--- src/rtl/ucd_pkg.sv ---
package ucd_pkg;
  localparam int KEY_W = 15;
  localparam logic [KEY_W-1:0] KEY_ADDR_A = 15'h5555;
  localparam logic [KEY_W-1:0] KEY_ADDR_B = 15'h2AAA;
  localparam logic [7:0] KEY_DATA_A = 8'hAA;
  localparam logic [7:0] KEY_DATA_B = 8'h55;

  localparam logic [7:0] CODE_ARRAY  = 8'hF0;
  localparam logic [7:0] CODE_IDENT  = 8'h90;
  localparam logic [7:0] CODE_PROG   = 8'hA0;
  localparam logic [7:0] CODE_STATUS = 8'h70;
  localparam logic [7:0] CODE_CLEAR  = 8'h50;

  typedef enum logic [1:0] {
    RD_ARRAY  = 2'd0,
    RD_IDENT  = 2'd1,
    RD_STATUS = 2'd2
  } rd_path_e;

  typedef enum logic [2:0] {
    CMD_NONE,
    CMD_READ_ARRAY,
    CMD_READ_IDENT,
    CMD_PROGRAM,
    CMD_READ_STATUS,
    CMD_CLEAR
  } cmd_e;

  typedef enum logic [1:0] {
    STEP_IDLE,
    STEP_HAVE_A,
    STEP_HAVE_B
  } step_e;

  function automatic cmd_e decode_code(input logic [7:0] code);
    case (code)
      CODE_ARRAY:  return CMD_READ_ARRAY;
      CODE_IDENT:  return CMD_READ_IDENT;
      CODE_PROG:   return CMD_PROGRAM;
      CODE_STATUS: return CMD_READ_STATUS;
      CODE_CLEAR:  return CMD_CLEAR;
      default:     return CMD_NONE;
    endcase
  endfunction
endpackage

--- src/rtl/ucd_match.sv ---
module ucd_match
  import ucd_pkg::*;
#(
  parameter int ADDR_W = 20,
  parameter int DATA_W = 8
) (
  input  logic [ADDR_W-1:0] addr,
  input  logic [DATA_W-1:0] data,
  output logic              hit_a,
  output logic              hit_b,
  output logic              hit_cmd_addr,
  output cmd_e              cmd
);
  logic [KEY_W-1:0] key_bits;
  logic [7:0]       low_byte;
  logic             upper_clear;

  assign key_bits = addr[KEY_W-1:0];
  assign low_byte = data[7:0];

  generate
    if (DATA_W > 8) begin : g_wide
      assign upper_clear = (data[DATA_W-1:8] == '0);
    end else begin : g_narrow
      assign upper_clear = 1'b1;
    end
  endgenerate

  always_comb begin
    hit_a        = upper_clear && (key_bits == KEY_ADDR_A) && (low_byte == KEY_DATA_A);
    hit_b        = upper_clear && (key_bits == KEY_ADDR_B) && (low_byte == KEY_DATA_B);
    hit_cmd_addr = (key_bits == KEY_ADDR_A);
    cmd          = upper_clear ? decode_code(low_byte) : CMD_NONE;
  end
endmodule

--- src/rtl/ucd_tracker.sv ---
module ucd_tracker
  import ucd_pkg::*;
(
  input  logic clk,
  input  logic rst_n,
  input  logic take,
  input  logic inhibit,
  input  logic hit_a,
  input  logic hit_b,
  input  logic hit_cmd_addr,
  input  cmd_e cmd,
  output logic fire,
  output cmd_e fire_cmd
);
  step_e step_q, step_d;

  always_comb begin
    step_d = step_q;
    if (inhibit) begin
      step_d = STEP_IDLE;
    end else if (take) begin
      case (step_q)
        STEP_IDLE:   step_d = hit_a ? STEP_HAVE_A : STEP_IDLE;
        STEP_HAVE_A: step_d = hit_b ? STEP_HAVE_B : STEP_IDLE;
        default:     step_d = STEP_IDLE;
      endcase
    end
  end

  always_ff @(posedge clk or negedge rst_n) begin
    if (!rst_n) step_q <= STEP_IDLE;
    else        step_q <= step_d;
  end

  assign fire     = take && !inhibit && (step_q == STEP_HAVE_B) &&
                    hit_cmd_addr && (cmd != CMD_NONE);
  assign fire_cmd = cmd;
endmodule

--- src/rtl/ucd_dispatch.sv ---
module ucd_dispatch
  import ucd_pkg::*;
(
  input  logic       clk,
  input  logic       rst_n,
  input  logic       fire,
  input  cmd_e       fire_cmd,
  input  logic       busy,
  input  logic       inhibit,
  output logic [1:0] rd_sel,
  output logic       prog_start,
  output logic       clr_status
);
  rd_path_e mode_q;
  logic     start_q;
  logic     clear_q;

  always_ff @(posedge clk or negedge rst_n) begin
    if (!rst_n) begin
      mode_q  <= RD_ARRAY;
      start_q <= 1'b0;
      clear_q <= 1'b0;
    end else if (inhibit) begin
      mode_q  <= RD_ARRAY;
      start_q <= 1'b0;
      clear_q <= 1'b0;
    end else begin
      start_q <= 1'b0;
      clear_q <= 1'b0;
      if (fire) begin
        case (fire_cmd)
          CMD_READ_ARRAY:  if (!busy) mode_q <= RD_ARRAY;
          CMD_READ_IDENT:  if (!busy) mode_q <= RD_IDENT;
          CMD_PROGRAM: begin
            if (!busy) begin
              start_q <= 1'b1;
              mode_q  <= RD_STATUS;
            end
          end
          CMD_READ_STATUS: mode_q <= RD_STATUS;
          CMD_CLEAR:       if (!busy) clear_q <= 1'b1;
          default: ;
        endcase
      end
    end
  end

  assign rd_sel     = busy ? RD_STATUS : mode_q;
  assign prog_start = start_q;
  assign clr_status = clear_q;
endmodule

--- src/rtl/unlock_cmd_decoder.sv ---
module unlock_cmd_decoder
  import ucd_pkg::*;
#(
  parameter int ADDR_W = 20,
  parameter int DATA_W = 8
) (
  input  logic              clk,
  input  logic              rst_n,
  input  logic              wr_valid,
  output logic              wr_ready,
  input  logic [ADDR_W-1:0] wr_addr,
  input  logic [DATA_W-1:0] wr_data,
  input  logic              prog_busy,
  input  logic              supply_low,
  output logic [1:0]        rd_sel,
  output logic              prog_start,
  output logic              clr_status
);
  logic take;
  logic hit_a, hit_b, hit_cmd_addr;
  cmd_e cmd;
  logic fire;
  cmd_e fire_cmd;

  assign wr_ready = !supply_low;
  assign take     = wr_valid && wr_ready;

  ucd_match #(.ADDR_W(ADDR_W), .DATA_W(DATA_W)) u_match (
    .addr(wr_addr), .data(wr_data),
    .hit_a(hit_a), .hit_b(hit_b), .hit_cmd_addr(hit_cmd_addr), .cmd(cmd)
  );

  ucd_tracker u_track (
    .clk(clk), .rst_n(rst_n), .take(take), .inhibit(supply_low),
    .hit_a(hit_a), .hit_b(hit_b), .hit_cmd_addr(hit_cmd_addr), .cmd(cmd),
    .fire(fire), .fire_cmd(fire_cmd)
  );

  ucd_dispatch u_disp (
    .clk(clk), .rst_n(rst_n), .fire(fire), .fire_cmd(fire_cmd),
    .busy(prog_busy), .inhibit(supply_low),
    .rd_sel(rd_sel), .prog_start(prog_start), .clr_status(clr_status)
  );
endmodule

--- config.mk ---
export PLATFORM = sky130hd
export DESIGN_NAME = unlock_cmd_decoder
export DESIGN_NICKNAME = d
export VERILOG_FILES = /design/src/rtl/ucd_pkg.sv /design/src/rtl/ucd_match.sv /design/src/rtl/ucd_tracker.sv /design/src/rtl/ucd_dispatch.sv /design/src/rtl/unlock_cmd_decoder.sv
export SDC_FILE = /design/constraint.sdc
export NUM_CORES = 1
export LEC_CHECK = 0
export CAP_MARGIN = 30
export CELL_PAD_IN_SITES_DETAIL_PLACEMENT = 1
export CELL_PAD_IN_SITES_GLOBAL_PLACEMENT = 2
export CORE_MARGIN = 2
export CORE_UTILIZATION = 17
export CTS_BUF_LIST = sky130_fd_sc_hd__clkbuf_16
export DETAILED_ROUTE_END_ITERATION = 7
export PLACE_DENSITY_LB_ADDON = 0.3
export SYNTH_ARGS = -nofsm -noshare
export SYNTH_HDL_FRONTEND = slang
export SYNTH_SLANG_ARGS = --single-unit
--- constraint.sdc ---
create_clock -name clk -period 1.5 [get_ports clk]
set_input_delay 0.225 -clock clk [delete_from_list [all_inputs] [get_ports clk]]
set_output_delay 0.225 -clock clk [all_outputs]
set_load 0.02 [all_outputs]
==> impl_summary.log, run 1 <==
INFO  metric timing.critical_path.buf_inv = 1
INFO  metric cpMaxStageDelayCell = sky130_fd_sc_hd__dfrtp_1
INFO  metric drc_errors = 1
INFO  metric post-dp-hpwl = approximately 1.6 mm
INFO  metric postSynth.topFlopCell = sky130_fd_sc_hd__dfrtp_1
INFO  metric synth_seq_cells = 6
INFO  metric placed_area = around 1000 sq um
INFO  metric syn_nets = 91
INFO  metric most-common-layout-cells = 23 x sky130_fd_sc_hd__clkdlybuf4s50_1, 15 x sky130_fd_sc_hd__buf_4, 8 x sky130_fd_sc_hd__nand2_1
INFO  metric cts_root_buf = sky130_fd_sc_hd__clkbuf_16
INFO  metric worst_setup_hold_path_clk_slew = approximately 40 ps
INFO  metric clk-insertion-delay-late = around 230 ps
INFO  metric clock_network_power_share = 0.580
INFO  metric min_path_type = input port to asynchronous set/reset pin
INFO  metric path_class = flip-flop to output pin
INFO  metric post-route-cell-area = 1080 sq um
INFO  metric placementRows = 19
INFO  metric final_layout_size_suffix_gt1_frac = 0.269
INFO  metric design.die.area = around 3500 sq um
INFO  metric grt_antenna_before_repair = 0
INFO  metric worst_setup_path_end_kind = output pin
INFO  metric floorplan.initialDensity = 0.183
INFO  metric netlist_area = 513 sq um
INFO  metric core-area = about 2800 sq um
INFO  metric timing.max_slew.rel_slack = 0.793
INFO  metric place.detailed.instances = 136
INFO  metric failing_checks = DRC
INFO  metric path_max_fanout = 2
INFO  metric timing.clock.skew = approximately 4.6 ps
INFO  metric dr.first_iter.drc_count = 7
INFO  metric htreeDepth = 1
INFO  metric leakage_component_of_the_power = 0.000486 uW
INFO  metric cells_traversed_along_the_worst_timing_path = or2_2, dlygate4sd2_1
INFO  metric port-buffer-count = 32
INFO  metric rsz_0062_raised_after_global_routing = false
INFO  metric outcome = finished, violations left
INFO  metric slew_violations = 0
INFO  metric irDropWorstVdd = just under 0.0003 V
INFO  metric cts-buffers-inserted = 3
INFO  metric worstMarginPinSlew = around 300 ps
INFO  metric area_delta_synth_final = 111%
INFO  metric globalRoute.totalOverflow = 0
INFO  metric via_count_of_the_first_global_routing_pass = about 690
INFO  metric ioPinCount = 38
INFO  metric seqPwrFrac = 0.215
INFO  metric route.final.wire_length = between 1.5 and 2 mm
INFO  metric max_freq = a little over 700 MHz
INFO  metric detail_route.wl_per_cell = roughly 14 um
INFO  metric pwr-share-comb = 0.205
INFO  metric dr.pass1.iters = 5
INFO  metric worst_ep_required_time = approximately 1300 ps
INFO  metric multiInputGateArea = 365 sq um
INFO  metric critical-path-max-stage-delay = between 300 and 400 ps
INFO  metric gp_routability_congestion = about 0.8
INFO  metric num-fill-cells = 330
INFO  metric route.vias.total = 661
INFO  metric antenna-diode-count = 0
INFO  metric synthesis.yosys.warnings = 0
INFO  metric cts-hold-fix-buffers = 0
INFO  metric global_route_usage_over_all_layers = 0.121
INFO  metric route.antenna.remaining_nets = 0
INFO  metric numClockSinks = 6
INFO  metric clk_path_buf_depth = 2
INFO  metric number_of_nets_in_the_finished_design = between 100 and 150
INFO  metric cp_top_family = flip-flops
INFO  metric synth.yosys.seq_area_share = 0.293
INFO  metric grt_pass1_wl = just over 3 mm
INFO  metric final_period_minus_worst_setup_slack = ~1400 ps
INFO  metric cap_viol_max_count = 0
INFO  metric die_y = 58.9 um
INFO  metric finalSetupViolCount = 0
INFO  metric fin_cells = approximately 140
INFO  metric critPathArrivalTime = between 1000 and 1500 ps
INFO  metric synthesis.instances = a little under 60
INFO  metric synth-edff-count = 0
INFO  metric final_common_cell = sky130_fd_sc_hd__clkdlybuf4s50_1
INFO  metric internal_power = around 610 uW
INFO  metric synth_cell_type_count = 29
INFO  metric die_x = just under 60 um
INFO  metric postCtsSetupRepairBufs = 0
INFO  metric powerDensity = roughly 700 nW/um^2
INFO  metric power.switching = between 150 and 200 uW
INFO  metric final.hold.worst_slack = about 240 ps
INFO  metric syn_area_per_cell = 8.84 sq um
INFO  metric critPathLaunchType = flip-flop
INFO  metric route.detailed.vias_per_inst = 4.76
INFO  metric fin_crit_sh = 0.940
INFO  metric seqCellArea = around 150 sq um
INFO  metric timing.final.hold_violations = 0
INFO  metric grt_start_max_net_pins = 7
INFO  metric async_reset_ff_frac = 1.00
INFO  metric cts_tree = built
INFO  metric switching_share = 0.200
[power by group through the flow]
stage               sequential (uW)  clock [uW]  combinational (uW)
CTS                             163         453                 155
global placement                165           0                 156
finish                          163         439                 156
global route                    163         469                 167
floorplan                       165           0                32.1
detailed placement              165           0                 157
[per-stage QoR]
step	setup TNS, ps	util	total power [uW]	setup slack [ps]
2_1_floorplan	0	-	197	209
6_report	0	0.385	758	90.7
3_5_place_dp	-1560	0.351	322	-292
3_3_place_gp	-1410	0.351	321	-238
4_1_cts	0	0.376	771	7.43
5_1_grt	0	0.385	799	4.99
[kinds of logic after synthesis]
logic type	synth area share
buffers and inverters	0.0219
AND/OR/NAND/NOR	0.534
multiplexers	0.0390
AO/OA/AOI/OAI	0.0951
XOR/XNOR	0.0171
flip-flops	0.293
[synthesized netlist by cell type, drive strengths merged, types with 3 or more instances]
master,count,area (sq um)
dfrtp,6,150
nor4bb,3,30.0
nor4,3,25.0
nor3,3,15.0
nand2,8,30.0
and4,3,28.8
and4bb,3,37.5
nor2,6,22.5
inv,3,11.3
[repair_timing]
action | 4_1_cts | 5_1_grt
resized for setup | 4 | 8
endpoints found under the setup margin | 3 | 5
pin swaps | 0 | 3
[path summary, 6_finish.rpt]
path	cells after the start	slack, ps	from	endpoint
hold / removal	1	240	rst_n	u_disp.clr_status
min in group clk	3	380	wr_data[5]	u_disp.mode_q[1]
setup / recovery	2	90	u_disp.mode_q[1]	rd_sel[1]
hold reg to reg	1	530	u_track.step_q[1]	u_track.step_q[0]
max in group asynchronous	1	1030	rst_n	u_disp.prog_start
setup reg to reg	4	100	u_track.step_q[0]	u_disp.mode_q[0]
[final cells by class]
class / count / share of cell area
timing repair buffer: 47 / 0.407
multi-input combinational: 49 / 0.338
sequential: 6 / 0.139
clock buffer: 3 / 0.0694
tap: 31 / 0.0359
inverter: 3 / 0.0104
[per-layer routing]
layer / part of all wire / track usage / up-vias
li1: - / - / 326
met1: 0.40 / 0.128 / 301
met2: 0.50 / 0.211 / 29
met3: 0.073 / 0.0330 / 5
met4: 0.032 / 0.0779 / 0
met5: 0 / 0 / -
[registers in the layout, summed over array words and instances (netlist names)]
register           cells
u_disp.mode_q          2
u_disp.prog_start      1
u_disp.clr_status      1
u_track.step_q         2
Power figures use the tool's default switching activity.
==> run 2: changes to the inputs <==
- CAP_MARGIN: 30 -> default
==> results of run 2 <==
Same layout as run 1: the final DEF is identical, and so are final timing and power.
